## src/rtl/hb_pkg.sv

```systemverilog
package hb_pkg;
  localparam int BYTE_W = 8;

  // positions in the synchronised host control vector
  localparam int SIG_WR   = 0;
  localparam int SIG_RD   = 1;
  localparam int SIG_NSEL = 2;
  localparam int SIG_MODE = 3;
  localparam int SIG_N    = 4;

  typedef enum logic [1:0] {
    ACC_IDLE  = 2'd0,
    ACC_WRITE = 2'd1,
    ACC_READ  = 2'd2
  } acc_e;
endpackage

```

## src/rtl/hb_strobe_sync.sv

```systemverilog
module hb_strobe_sync #(
  parameter int             N       = 4,
  parameter int             STAGES  = 2,
  parameter logic [N-1:0]   RST_VAL = '1
) (
  input  logic         clk,
  input  logic         rst,
  input  logic [N-1:0] async_in,
  output logic [N-1:0] lvl,
  output logic [N-1:0] rise
);
  localparam int CHAIN = STAGES + 1;

  for (genvar g = 0; g < N; g++) begin : g_bit
    logic [CHAIN-1:0] chain;
    always_ff @(posedge clk) begin
      if (rst) chain <= {CHAIN{RST_VAL[g]}};
      else     chain <= {chain[CHAIN-2:0], async_in[g]};
    end
    assign lvl[g]  = chain[STAGES-1];
    assign rise[g] = chain[STAGES-1] & ~chain[STAGES];
  end
endmodule

```

## src/rtl/hb_col_counter.sv

```systemverilog
module hb_col_counter #(
  parameter int COLS = 132,
  parameter int AW   = $clog2(COLS)
) (
  input  logic          clk,
  input  logic          rst,
  input  logic          load,
  input  logic [AW-1:0] load_val,
  input  logic          step,
  output logic [AW-1:0] col
);
  localparam logic [AW-1:0] LAST = AW'(COLS - 1);

  logic load_ok;
  assign load_ok = load && (int'(load_val) < COLS);

  always_ff @(posedge clk) begin
    if (rst)          col <= '0;
    else if (load_ok) col <= load_val;
    else if (step)    col <= (col == LAST) ? '0 : col + 1'b1;
  end


  col_range_chk: assert property (@(posedge clk) disable iff (rst)
    int'(col) < COLS);


  col_reject_chk: assert property (@(posedge clk) disable iff (rst)
    (load && int'(load_val) >= COLS && !step) |=> $stable(col));
endmodule

```

## src/rtl/hb_holder_pipe.sv

```systemverilog
module hb_holder_pipe
  import hb_pkg::*;
#(
  parameter int AW = 8,
  parameter int DW = BYTE_W
) (
  input  logic          clk,
  input  logic          rst,
  input  acc_e          acc,
  input  logic [DW-1:0] wdata,
  input  logic [AW-1:0] col,
  input  logic [DW-1:0] ram_rdata,
  output logic [AW-1:0] ram_addr,
  output logic          ram_we,
  output logic          ram_re,
  output logic [DW-1:0] ram_wdata,
  output logic [DW-1:0] holder,
  output logic          busy
);
  logic fill_pend;

  always_ff @(posedge clk) begin
    if (rst) begin
      ram_addr  <= '0;
      ram_we    <= 1'b0;
      ram_re    <= 1'b0;
      ram_wdata <= '0;
      holder    <= '0;
      fill_pend <= 1'b0;
    end else begin
      ram_we    <= 1'b0;
      ram_re    <= 1'b0;
      fill_pend <= ram_re;
      unique case (acc)
        ACC_WRITE: begin
          holder    <= wdata;
          ram_we    <= 1'b1;
          ram_addr  <= col;
          ram_wdata <= wdata;
        end
        ACC_READ: begin
          ram_re   <= 1'b1;
          ram_addr <= col;
        end
        default: ;
      endcase
      if (fill_pend) holder <= ram_rdata;
    end
  end

  assign busy = ram_we | ram_re | fill_pend;


  wr_commit_chk: assert property (@(posedge clk) disable iff (rst)
    (acc == ACC_WRITE) |=> (ram_we && ram_wdata == $past(wdata) && ram_addr == $past(col)));


  rd_refill_chk: assert property (@(posedge clk) disable iff (rst)
    (acc == ACC_READ) |=> ##2 (holder == $past(ram_rdata)));


  ram_excl_chk: assert property (@(posedge clk) disable iff (rst)
    $onehot0({ram_we, ram_re}));
endmodule

```

## src/rtl/hb_dram_bridge.sv

```systemverilog
module hb_dram_bridge
  import hb_pkg::*;
#(
  parameter int COLS        = 132,
  parameter int DW          = BYTE_W,
  parameter int SYNC_STAGES = 2,
  localparam int AW         = $clog2(COLS)
) (
  input  logic          clk,
  input  logic          rst,
  input  logic          host_cs_n,
  input  logic          host_cs,
  input  logic          host_dsel,
  input  logic          host_rd_n,
  input  logic          host_wr_n,
  input  logic [DW-1:0] host_din,
  output logic [DW-1:0] host_dout,
  output logic          host_doe,
  input  logic          col_load,
  input  logic [AW-1:0] col_value,
  output logic [AW-1:0] ram_addr,
  output logic          ram_we,
  output logic          ram_re,
  output logic [DW-1:0] ram_wdata,
  input  logic [DW-1:0] ram_rdata
);
  localparam logic [SIG_N-1:0] SYNC_RST = 4'b0111;
  localparam logic [AW-1:0]    LAST_COL = AW'(COLS - 1);

  logic [SIG_N-1:0] raw_ctl, ctl_lvl, ctl_rise;
  logic             sel_ok, gate, wr_evt, rd_evt, busy;
  logic [AW-1:0]    col;
  logic [DW-1:0]    holder;
  acc_e             acc;

  assign raw_ctl[SIG_WR]   = host_wr_n;
  assign raw_ctl[SIG_RD]   = host_rd_n;
  assign raw_ctl[SIG_NSEL] = ~(~host_cs_n & host_cs);
  assign raw_ctl[SIG_MODE] = host_dsel;

  hb_strobe_sync #(.N(SIG_N), .STAGES(SYNC_STAGES), .RST_VAL(SYNC_RST)) i_sync (
    .clk(clk), .rst(rst), .async_in(raw_ctl), .lvl(ctl_lvl), .rise(ctl_rise));

  assign sel_ok = ~ctl_lvl[SIG_NSEL];
  assign gate   = sel_ok & ctl_lvl[SIG_MODE];
  assign wr_evt = ctl_rise[SIG_WR] & gate;
  assign rd_evt = ctl_rise[SIG_RD] & gate & ~wr_evt;

  always_comb begin
    if (wr_evt)      acc = ACC_WRITE;
    else if (rd_evt) acc = ACC_READ;
    else             acc = ACC_IDLE;
  end

  hb_col_counter #(.COLS(COLS), .AW(AW)) i_col (
    .clk(clk), .rst(rst), .load(col_load), .load_val(col_value),
    .step(wr_evt | rd_evt), .col(col));

  hb_holder_pipe #(.AW(AW), .DW(DW)) i_pipe (
    .clk(clk), .rst(rst), .acc(acc), .wdata(host_din), .col(col),
    .ram_rdata(ram_rdata), .ram_addr(ram_addr), .ram_we(ram_we),
    .ram_re(ram_re), .ram_wdata(ram_wdata), .holder(holder), .busy(busy));

  always_ff @(posedge clk) begin
    if (rst) host_doe <= 1'b0;
    else     host_doe <= gate & ~ctl_lvl[SIG_RD];
  end

  assign host_dout = holder;


  idle_quiet_chk: assert property (@(posedge clk) disable iff (rst)
    !sel_ok |=> !host_doe);


  col_step_chk: assert property (@(posedge clk) disable iff (rst)
    ((ram_we || ram_re) && !$past(col_load)) |->
      (col == ((ram_addr == LAST_COL) ? '0 : ram_addr + 1'b1)));


  no_overlap_chk: assert property (@(posedge clk) disable iff (rst)
    busy |-> (acc == ACC_IDLE));
endmodule

```

## config.mk

```make
export PLATFORM = sky130hd
export DESIGN_NAME = hb_dram_bridge
export DESIGN_NICKNAME = d
export VERILOG_FILES = /design/src/rtl/hb_pkg.sv /design/src/rtl/hb_strobe_sync.sv /design/src/rtl/hb_col_counter.sv /design/src/rtl/hb_holder_pipe.sv /design/src/rtl/hb_dram_bridge.sv
export SDC_FILE = /design/constraint.sdc
export NUM_CORES = 1
export LEC_CHECK = 0
export ABC_CLOCK_PERIOD_IN_PS = 1600
export BUFFER_PORTS_ARGS = -buffer_cell sky130_fd_sc_hd__buf_2
export CAP_MARGIN = 20
export CELL_PAD_IN_SITES_DETAIL_PLACEMENT = 1
export CELL_PAD_IN_SITES_GLOBAL_PLACEMENT = 1
export CORE_MARGIN = 4
export CORE_UTILIZATION = 32
export DETAILED_ROUTE_END_ITERATION = 8
export PLACE_DENSITY = 0.71
export SKIP_CTS_REPAIR_TIMING = 1
export SLEW_MARGIN = 5
export SYNTH_ARGS = -nofsm -noshare
export SYNTH_HDL_FRONTEND = slang
export SYNTH_SLANG_ARGS = --single-unit
```

## constraint.sdc

```tcl
create_clock -name clk -period 1.6 [get_ports clk]
set_clock_uncertainty 0.15 [all_clocks]
set_input_delay 0.16 -clock clk [delete_from_list [all_inputs] [get_ports clk]]
set_output_delay 0.16 -clock clk [all_outputs]
set_load 0.01 [all_outputs]
```

==> run summary, run 1 <==
The tools report the hold violation count in the final report as 6. The library cells used most frequently in the layout, excluding fill and tap cells, are sky130_fd_sc_hd__nand2_1 (60), sky130_fd_sc_hd__buf_2 (58), sky130_fd_sc_hd__dfxtp_1 (43), sky130_fd_sc_hd__a21oi_1 (25), sky130_fd_sc_hd__dlygate4sd3_1 (20). Counting every sink on the clock net gives 46. Share of the clock period used by the worst path: 98.24%. The logs give 50.86% for the share of synthesized area occupied by flip-flops and latches and 5 for the total clock buffers created by CTS. Traced cell by cell, the critical path runs through nand2b_4 -> a21o_4 -> a211oi_4 -> buf_6 -> nand2_2 -> a31oi_1. Counting every instance in the synthesized netlist gives 214. The tools report the critical path launch point type as a flip-flop. The average instance in the mapped netlist occupies 8.460 um^2. The logs give 0 for the number of setup violations in the final report and 3530 um for the sum of net half-perimeters after detailed placement.

For the number of I/O pins, the log shows 59. The worst-case IR drop observed on VDD is 399.6 uV. The region available for standard cell placement spans 5507 um^2. The library cell used most frequently in the layout, excluding fill and tap cells, is sky130_fd_sc_hd__nand2_1.

The min-delay analysis places its worst path in the category in -> reg. The via count normalized by instance count came out at 4.751. For the pin with the worst max-slew slack, the measured transition is 0.5195 ns. For the total global-route track usage, the log shows 13.90%. The tools report the sum of internal, switching and leakage power as 2.093 mW.

Of the cells placed in the final design, the portion with a size suffix greater than 1 is 34.31%. In this run the power density over the cells is 799.9 nW/um^2. From synthesis to final layout, the design area changed by 44.51%. The post-layout instance count excluding filler cells was 378; the number of DRC violations after detailed routing was 0. The starting density of the core was 32.88%; the max-slew violation count was 0. The worst-case clock buffer depth was 2; the final antenna diode count was 0.

For the worst setup path, the data arrival time is 1.64 ns. Critical setup path kind: reg -> reg. Max-cap violations in this run came to 0. In the final design database the tool counted 338 nets.

The tree is rooted in a sky130_fd_sc_hd__clkbuf_8. Setup repair after global routing could not meet its margin everywhere. TritonCTS built the clock tree.

The combined flip-flop and latch cell area was 924.6 um^2. The tools report the via count of the first global-routing pass as 1688. The capturing element type of the critical path is a flip-flop.

The number of DRC markers in iteration 0 is 44. The flow ran to the end, but the final reports show violations. Summed over all cells, the static leakage comes to 1.105 nW. From left edge to right edge, the die measures 83.22 um.

The final-layout fill cell count is 698, and the routed length per instance is 13.62 um. The required arrival time at the worst endpoint came out at 1.66 ns. Clock latency on the worst-skew pair, taken at its later pin, is 0.30 ns. The cell area that synthesis handed to floorplanning was 1810 um^2. For the cell count after placement, the log shows 348. The largest individual stage delay along the critical path comes from the cell sky130_fd_sc_hd__dfxtp_1. For this run, the slowest stage of the critical path takes 0.31 ns. The first global-routing pass estimated 7962 um of wire. The tools report the number of nets produced by synthesis as 247.

Before antenna repair, the detailed router went through 4 iterations. The tightest hold margin is -0.01589 ns, and the H-tree depth reported by CTS is 2. For the overall overflow remaining after global route, the log shows 0. The multi-input combinational cells in the finished layout cover a total of 868.3 um^2. The clock transition at the registers of the reported paths is 0.08 ns, and the final period demand of the worst path is 1.572 ns. The final layout contains routed wiring with a total length of 5150 um. Synthesis inferred 46 register bits. The floorplan step set the die height to 83.22 um.

The antenna violation net count after detailed routing is 0, and the routability congestion estimate from global placement is 0.8236. The initialized floorplan defines 27 standard-cell rows. The relative max-transition margin came out at 65.32%. The Yosys warning count is 0. The netlist uses 27 different library cells. The post-layout worst setup margin came out at 0.02817 ns.

The placement-stage worst setup slack is -0.06188 ns, and the initial antenna violation count is 0. Detailed routing inserted a total of 1796 vias. At the end of the flow the core is filled with cells to 47.51%. The highest net fanout along the worst path is 7, and the number of input and output port buffers inserted is 58.

The final reports fail on negative hold slack. Derived from the worst setup path, the maximum achievable clock frequency is 636.2 MHz. The die covers 6926 um^2. The maximum number of pins on one net before global-route repair is 36.
-- synthesized netlist by cell type (all sizes together) --
| cell type | number | area, um^2 |
|---|---|---|
| a211oi | 1 | 20.02 |
| a21o | 9 | 67.56 |
| a21oi | 25 | 125.1 |
| a2bb2oi | 1 | 8.760 |
| a31o | 1 | 8.760 |
| a31oi | 8 | 50.05 |
| a32oi | 1 | 8.760 |
| and3 | 2 | 12.51 |
| buf | 4 | 26.27 |
| clkbuf | 8 | 30.03 |
| dfxtp | 46 | 920.9 |
| ha | 1 | 12.51 |
| nand2 | 62 | 235.2 |
| nand2b | 4 | 40.04 |
| nand3 | 12 | 60.06 |
| nor2 | 6 | 25.03 |
| nor2b | 5 | 31.28 |
| nor3 | 2 | 10.01 |
| nor4 | 1 | 6.260 |
| or2 | 8 | 50.05 |
| or3b | 1 | 8.760 |
| xnor2 | 5 | 43.79 |
| xor2 | 1 | 8.760 |
-- logic make-up (layout without fill, tap and decap cells) --
| family | Yosys count | in the layout | share of synthesized area [%] |
|---|---|---|---|
| buffers and inverters | 12 | 104 | 3.110 |
| XOR/XNOR | 6 | 6 | 2.903 |
| flip-flops | 46 | 46 | 50.86 |
| AO/OA/AOI/OAI | 46 | 46 | 15.96 |
| adder cells (fa/ha/maj) | 1 | 1 | 0.6910 |
| AND/OR/NAND/NOR | 103 | 103 | 26.47 |
-- routing by layer --
layer | wire length [um] | global-route usage, %
met3 | 391 | 4.960
met5 | 0 | 0
met4 | 78 | 4.606
met2 | 2479 | 23.69
met1 | 2201 | 16.14
-- power by group --
group	internal (mW)	leakage [nW]	switching, mW
combinational	0.104	0.683	0.0760
sequential	1.16	0.374	0.0142
clock	0.349	0.0482	0.386
-- critical path, delay by kind of cell (launching register included) --
kind,cells,cell delay (ns)
buf+inv,1,0.18
flops,1,0.31
compound gates,3,0.65
simple gates,2,0.20
-- sequential cells by signal (all words and copies together) (netlist names) --
register,flops
i_pipe.fill_pend,1
host_doe,1
i_sync.g_bit.chain,10
i_pipe.ram_wdata,8
i_pipe.holder,8
i_pipe.ram_addr,8
i_pipe.ram_we,1
i_col.col,8
i_pipe.ram_re,1
-- final cells by class --
class,instances,area share (%)
Clock inverter,1,0.1913
Timing Repair Buffer,96,24.53
Clock buffer,7,3.300
Tap cell,72,3.443
Multi-Input combinational cell,156,33.19
Sequential cell,46,35.34
-- final timing paths --
kind | from | to | slack (ns) | cells past startpoint
worst max-delay path | i_sync.g_bit[1].chain[2] | i_col.col[1] | 0.03 | 6
worst min-delay path | ram_rdata[1] | i_pipe.holder[1] | -0.02 | 3
worst max register to register | i_sync.g_bit[1].chain[2] | i_col.col[1] | 0.03 | 6
worst min register to register | i_sync.g_bit[1].chain[0] | i_sync.g_bit[1].chain[1] | 0.26 | 1
-- through the flow --
stage	setup TNS [ns]	hold slack (ns)	cell area (um^2)
3_5_place_dp	-0.3124	0.1971	2267
2_1_floorplan	0	0.1138	1810
3_3_place_gp	0	0.1953	2267
5_1_grt	-0.1007	0.0003594	2616
6_report	0	-0.01589	2616
4_1_cts	-0.5621	-0.1164	2359
No activity file was read; power rests on OpenSTA's default activity.
==> inputs of run 2 (changes only) <==
--- a/config.mk
+++ b/config.mk
@@ -8,11 +8,10 @@
 export ABC_CLOCK_PERIOD_IN_PS = 1600
 export BUFFER_PORTS_ARGS = -buffer_cell sky130_fd_sc_hd__buf_2
 export CAP_MARGIN = 20
-export CELL_PAD_IN_SITES_DETAIL_PLACEMENT = 1
-export CELL_PAD_IN_SITES_GLOBAL_PLACEMENT = 1
 export CORE_MARGIN = 4
-export CORE_UTILIZATION = 32
+export CORE_UTILIZATION = 44
 export DETAILED_ROUTE_END_ITERATION = 8
+export GPL_TIMING_DRIVEN = 0
 export PLACE_DENSITY = 0.71
 export SKIP_CTS_REPAIR_TIMING = 1
 export SLEW_MARGIN = 5
==> run summary, run 2 (synthesis gave the netlist of run 1 again) <==
The largest register by flop count was i_sync.g_bit.chain. The clock transition at the registers of the reported paths was 0.08 ns (about the same). The via count normalized by instance count came out at 4.965 (+4.5%). The library cell used most frequently in the layout, excluding fill and tap cells, is sky130_fd_sc_hd__nand2_1. The tools report the cell count after placement as 321 (-7.8%). The worst-case clock buffer depth was 2 (unchanged); the initial antenna violation count was 0 (unchanged). The fraction of power spent switching nets was 21.74% (-1.0 points); the number of setup violations in the final report was 0 (unchanged). The overall overflow remaining after global route was 0 (unchanged); the part of the power in combinational logic was 7.1% (-1.5 points). The via count of the first global-routing pass was 1543 (-8.6%); the fmax was 636.8 MHz (about the same).

The reported leakage power is 1.023 nW (-7.4%), and the number of input and output port buffers inserted is 57 (-1.7%). The final antenna diode count came out at 0 (unchanged). Core outline area: 4000 um^2 (-27%). The run gives 2 (unchanged) as the H-tree depth reported by CTS.

Max-slew violation count: 0 (unchanged). The global-route wire length before repair is 6796 um (-15%), and the share of the clock period used by the worst path is 98.14% (about the same). The flow ran to the end, but the final reports show violations. Compared with the post-synthesis result, the final layout area differs by 36.49%.

The routed metal-1 wire length was 1911 um (-13%); the transition time at the pin with the least slew margin was 0.6129 ns (+0.09334 ns). For the total global-route track usage, the log shows 16.42% (+2.5 points). The count of vias placed by the detailed router came out at 1718 (-4.3%). The final setup TNS is 0 ns (unchanged), and the first-pass iteration count of the detailed router is 4 (unchanged).

The number of DRC markers in iteration 0 was 65 (+48%); the final period demand of the worst path was 1.570 ns (-0.001521 ns). The register share of total power is 58.0% (+1.7 points), and the wire length after detailed routing is 4234 um (-18%). The run gives 0.29 ns (about the same) as the clock latency of the later-clocked register in the worst-skew pair. Maximum number of pins on one net before global-route repair: 14 (-61%). The number of I/O pins came out at 59 (unchanged).

Number of DRC violations after detailed routing: 0 (unchanged). TritonCTS built the clock tree. The reported max-cap violation count came out at 0 (unchanged). The run gives 392.0 uV (-1.9%) as the worst-case vdd ir drop. For the clock share of power, the log shows 34.9% (-0.2 points). Capturing element type of the critical path: a flip-flop. Total net switching power: 0.4426 mW (-7.0%). The tools report the final design area excluding fillers as 2471 um^2 (-5.5%).

The run gives 5205 um^2 (-25%) as the die outline area. The tools report the count of standard-cell rows as 23 (-15%). The arrival time of the worst setup path is 1.62 ns (-0.02 ns). The tools report the routability congestion estimate from global placement as 0.8572 (+4.1%). The sum of net half-perimeters after detailed placement was 2984 um (-15%). The total clock buffers created by CTS is 5 (unchanged), and the total number of nets in the final design is 328 (-3.0%). The tree is rooted in a sky130_fd_sc_hd__clkbuf_8.

The tools report the total met2 wirelength after detailed routing as 1880 um (-24%). The starting density of the core is 45.26% (+12 points), and the antenna violation net count after detailed routing is 0 (unchanged). The critical setup path kind was reg -> reg. Routed length per instance: 12.24 um (-10%).

The min-delay analysis places its worst path in the category in -> reg. The layout cell share with drive strength beyond 1 came out at 30.07% (-4.2 points). The cell-internal power is 1.593 mW (-1.4%). The checks that failed: negative hold slack. The count of clock tree sinks was 46 (unchanged); the power density of the placed cells was 823.9 nW/um^2 (+3.0%).

The chip width is 72.15 um (-13%). The tools report the post-layout instance count excluding filler cells as 346 (-8.5%). The run gives 1.65 ns (about the same) as the required arrival time at the worst endpoint. The tools report the area after detailed placement as 2158 um^2 (-4.8%).

The hold violation count in the final report came out at 6 (unchanged). The logs give 58.95% (-6.4 points) for the relative max-transition margin and -0.01801 ns (-0.002120 ns) for the tightest hold margin. Number of flip-flops under the largest register name: 10 (unchanged).

The tools report the critical path launch point type as a flip-flop. The amount of wire on met3 after detailed routing was 396 um (+1.3%); the highest net fanout along the worst path was 8 (+1). Die span in y: 72.15 um (-13%). In the layout the commonest cells are sky130_fd_sc_hd__nand2_1 (61), sky130_fd_sc_hd__buf_2 (59), sky130_fd_sc_hd__dfxtp_1 (44), sky130_fd_sc_hd__a21oi_1 (25), sky130_fd_sc_hd__dlygate4sd3_1 (17). After detailed routing, no signal wire sits above met4.
## run 2: cell types whose count changed in the layout (fill, tap and decap cells not counted), moves of 2 or more
cell / previous run / this run
sky130_fd_sc_hd__dlygate4sd3_1: 20 / 17
sky130_fd_sc_hd__clkbuf_1: 1 / 8
sky130_fd_sc_hd__dfxtp_4: 0 / 2
sky130_fd_sc_hd__dfxtp_2: 3 / 0
sky130_fd_sc_hd__buf_4: 16 / 1
## run 2: power by group through the flow
stage,clock [mW],combinational (mW),sequential [mW]
final,0.710,0.145,1.18
after global routing,0.782,0.164,1.18
after CTS,0.741,0.112,1.18
after detailed placement,0,0.111,1.21
after global placement,0,0.110,1.21
after floorplan,0,0.0595,1.20
## run 2: metal layers
layer / vias to the layer above / GRT usage, %
met3: 5 / 5.263
met4: 0 / 5.010
met1: 777 / 19.81
met5: - / 0
li1: 875 / -
met2: 61 / 27.81
## run 2: final timing paths
| path | end | slack [ns] | depth (start not counted) | start |
|---|---|---|---|---|
| min reg2reg | i_sync.g_bit[1].chain[1] | 0.26 | 1 | i_sync.g_bit[1].chain[0] |
| min | i_pipe.ram_wdata[4] | -0.02 | 3 | host_din[4] |
| max reg2reg | i_col.col[0] | 0.03 | 7 | i_sync.g_bit[0].chain[1] |
| max | i_col.col[0] | 0.03 | 7 | i_sync.g_bit[0].chain[1] |
## run 2: cell type report
class	count	area, um^2
Clock inverter	1	5.005
Clock buffer	7	86.33
Fill cell	356	1529
Multi-Input combinational cell	156	867.1
Buffer	11	55.05
Sequential cell	46	928.4
Tap cell	50	62.56
Timing Repair Buffer	75	466.7
## run 2: critical path, cell delays in order, from the launching register on
cell                       delay, ns
sky130_fd_sc_hd__dfxtp_1        0.38
sky130_fd_sc_hd__nand2b_4       0.07
sky130_fd_sc_hd__a21o_1         0.18
sky130_fd_sc_hd__buf_6          0.13
sky130_fd_sc_hd__a211oi_4       0.19
sky130_fd_sc_hd__buf_6          0.16
sky130_fd_sc_hd__nand2b_1       0.06
sky130_fd_sc_hd__a31oi_1        0.15
## run 2: stage by stage
stage	worst slack (ns)	utilization, %	total power [mW]
global route	-0.01246	61.78	2.129
CTS	-0.1707	56.24	2.032
global placement	-0.1143	53.96	1.316
finish	0.02969	61.78	2.036
detailed placement	-0.1536	53.96	1.317
floorplan	0.08228	-	1.262
==> inputs of run 3 (changes only) <==
--- a/config.mk
+++ b/config.mk
@@ -6,13 +6,13 @@
 export NUM_CORES = 1
 export LEC_CHECK = 0
 export ABC_CLOCK_PERIOD_IN_PS = 1600
-export BUFFER_PORTS_ARGS = -buffer_cell sky130_fd_sc_hd__buf_2
+export BUFFER_PORTS_ARGS = -buffer_cell sky130_fd_sc_hd__buf_4
 export CAP_MARGIN = 20
 export CORE_MARGIN = 4
 export CORE_UTILIZATION = 44
 export DETAILED_ROUTE_END_ITERATION = 8
 export GPL_TIMING_DRIVEN = 0
-export PLACE_DENSITY = 0.71
+export PLACE_DENSITY = 0.74
 export SKIP_CTS_REPAIR_TIMING = 1
 export SLEW_MARGIN = 5
 export SYNTH_ARGS = -nofsm -noshare
==> run summary, run 3 (synthesis gave the netlist of run 1 again) <==
The run finished, with violations left. The final reports fail on negative hold slack. Combined flip-flop and latch cell area: 932.1 um^2 (+0.40%). The via count of the first global-routing pass is 1390 (-9.9%), and the overall overflow remaining after global route is 0 (unchanged). The tools report the post-layout instance count excluding filler cells as 356 (+2.9%).

For the total number of nets in the final design, the log shows 338 (+3.0%). Leaving out fill and tap cells, the most frequent cell in the layout is sky130_fd_sc_hd__buf_4. The tools report the start point of the worst hold path as col_value[4].

STA classifies the critical path startpoint as a flip-flop. The worst hold path endpoint is i_col.col[4]. The run gives 59 (unchanged) as the number of I/O pins. The run gives 0 (unchanged) as the number of setup violations in the final report. The library cells used most frequently in the layout, excluding fill and tap cells, are sky130_fd_sc_hd__buf_4 (63), sky130_fd_sc_hd__nand2_1 (60), sky130_fd_sc_hd__dfxtp_1 (41), sky130_fd_sc_hd__a21oi_1 (25), sky130_fd_sc_hd__dlygate4sd3_1 (22).

The die span in y was 72.15 um (unchanged); the initial antenna violation count was 0 (unchanged). The fmax was 634.3 MHz (-0.40%). Max-slew violation count: 0 (unchanged). The reported leakage power is 1.098 nW (+7.3%). The worst setup path is captured at a flip-flop. The worst-case vdd ir drop is 737.1 uV (+88%). The chip width is 72.15 um (unchanged).

Reg-to-reg endpoint: i_col.col[3]. The area after detailed placement is 2301 um^2 (+6.6%). Largest register by flop count: i_sync.g_bit.chain. The tools report the required arrival time at the worst endpoint as 1.68 ns (+0.03 ns).

The final design area excluding fillers is 2734 um^2 (+11%). The post-synthesis to final-layout area growth works out to 51.00%. The tools report the tightest hold margin as -0.007321 ns (+0.01069 ns). The tools report the number of DRC violations after detailed routing as 0 (unchanged). The via count normalized by instance count came out at 5.042 (+1.5%). Placement-stage worst setup slack: -0.1334 ns (+0.02018 ns).

The die outline area is 5205 um^2 (unchanged), and the transition time at the pin with the least slew margin is 0.6620 ns (+0.04915 ns). The cell depth of the worst hold path was 3 (unchanged). The tightest min-delay check is of the in -> reg type. The final-layout fill cell count is 323 (-9.3%). For the final antenna diode count, the log shows 0 (unchanged). The number of cells on the worst reg-to-reg path was 7 (unchanged). The routed length per instance is 13.35 um (+9.1%). The maximum number of pins on one net before global-route repair was 14 (unchanged). The power density of the placed cells is 796.0 nW/um^2 (-3.4%). Setup repair after global routing could not meet its margin everywhere. The relative max-transition margin is 55.66% (-3.3 points).

The total clock buffers created by CTS is 5 (unchanged), and the count of vias placed by the detailed router is 1795 (+4.5%). The number of flip-flops under the largest register name is 10 (unchanged). The critical register-to-register path startpoint is i_sync.g_bit[2].chain[1]. For the clock latency of the later-clocked register in the worst-skew pair, the log shows 0.30 ns (about the same). The tools report the cell at the root of the clock tree as sky130_fd_sc_hd__clkbuf_8. The run gives 45.26% (unchanged) as the starting density of the core.

The layout cell share with drive strength beyond 1 was 32.68% (+2.6 points); the global-route wire length before repair was 6520 um (-4.1%). The number of input and output port buffers inserted was 57 (unchanged). The logs give 4 (unchanged) for the first-pass iteration count of the detailed router and 321 (unchanged) for the cell count after placement. The sum of net half-perimeters after detailed placement was 3013 um (+1.0%); the hold violation count in the final report was 1 (-5). The highest net fanout along the worst path came out at 8 (unchanged). The run gives 1.65 ns (+0.03 ns) as the arrival time of the worst setup path.

TritonCTS built the clock tree. The area of combinational cells with multiple inputs came out at 875.8 um^2 (+1.0%). The total global-route track usage was 16.02% (-0.41 points); the internal reg-to-reg setup slack was 0.02 ns (about the same). Final period demand of the worst path: 1.577 ns (+0.006279 ns). The routability congestion estimate from global placement is 0.8294 (-3.2%). The tools report the post-layout worst setup margin as 0.02341 ns (-0.006279 ns).

The worst setup path is of the reg -> reg kind. The logs give 0 (unchanged) for the reported max-cap violation count and 4000 um^2 (unchanged) for the core outline area. The share of the clock period used by the worst path is 98.54% (+0.39 points). The clock transition at the registers of the reported paths is 0.08 ns (about the same). The count of clock tree sinks came out at 46 (unchanged).

The antenna violation net count after detailed routing was 0 (unchanged). The H-tree depth reported by CTS is 2 (unchanged), and the wire length after detailed routing is 4751 um (+12%). The logs give 23 (unchanged) for the count of standard-cell rows and 0 ns (unchanged) for the final setup TNS. The logs give 2 (unchanged) for the worst-case clock buffer depth and 135 (+110%) for the number of DRC markers in iteration 0.
[run 3: critical path: stages, from the launching register on]
cell and delay, ns:
sky130_fd_sc_hd__dfxtp_1 0.30, sky130_fd_sc_hd__nand2b_4 0.15, sky130_fd_sc_hd__a21o_1 0.17, sky130_fd_sc_hd__buf_6 0.14, sky130_fd_sc_hd__a211oi_4 0.22, sky130_fd_sc_hd__buf_6 0.17, sky130_fd_sc_hd__nand2_2 0.05, sky130_fd_sc_hd__a31oi_2 0.16
[run 3: report_power, final]
part / leakage (nW) / switching [mW] / total, mW / internal [mW]
Clock: 0.0575 / 0.373 / 0.809 / 0.436
Combinational: 0.667 / 0.0710 / 0.185 / 0.114
Sequential: 0.373 / 0.0201 / 1.18 / 1.16
Total: 1.10 / 0.464 / 2.18 / 1.71
[run 3: worst max path at each step]
stage              endpoint  slack (ns)  cells after the start                     start
3_3_place_gp   i_col.col[7]       -0.12                      6              i_col.col[0]
4_1_cts        i_col.col[7]       -0.16                      6              i_col.col[0]
6_report       i_col.col[3]        0.02                      7  i_sync.g_bit[2].chain[1]
5_1_grt        i_col.col[3]       -0.04                      7  i_sync.g_bit[0].chain[2]
2_1_floorplan  i_col.col[7]        0.08                      6              i_col.col[0]
3_5_place_dp   i_col.col[7]       -0.13                      6              i_col.col[0]
[run 3: per-stage QoR]
stage               util [%]  total power, mW  hold slack, ns
floorplan                  -            1.262          0.1138
global placement       57.52            1.337          0.1938
detailed placement     57.52            1.339          0.1970
CTS                    60.28            2.143         -0.1131
global route           68.35            2.280       0.0002812
finish                 68.35            2.176       -0.007321
[run 3: final cells by class]
type / count / share of cell area (%)
tap: 50 / 2.288
buffer: 11 / 2.059
clock buffer: 8 / 4.027
timing repair buffer: 85 / 25.49
sequential: 46 / 34.10
multi-input combinational: 156 / 32.04
[run 3: layer usage]
metal / up-vias / track usage [%] / share of wire (%)
met5: - / 0 / 0
met4: 0 / 6.263 / 1.6
met3: 9 / 4.848 / 8.8
met2: 78 / 25.28 / 48
met1: 813 / 20.48 / 42
li1: 895 / - / -
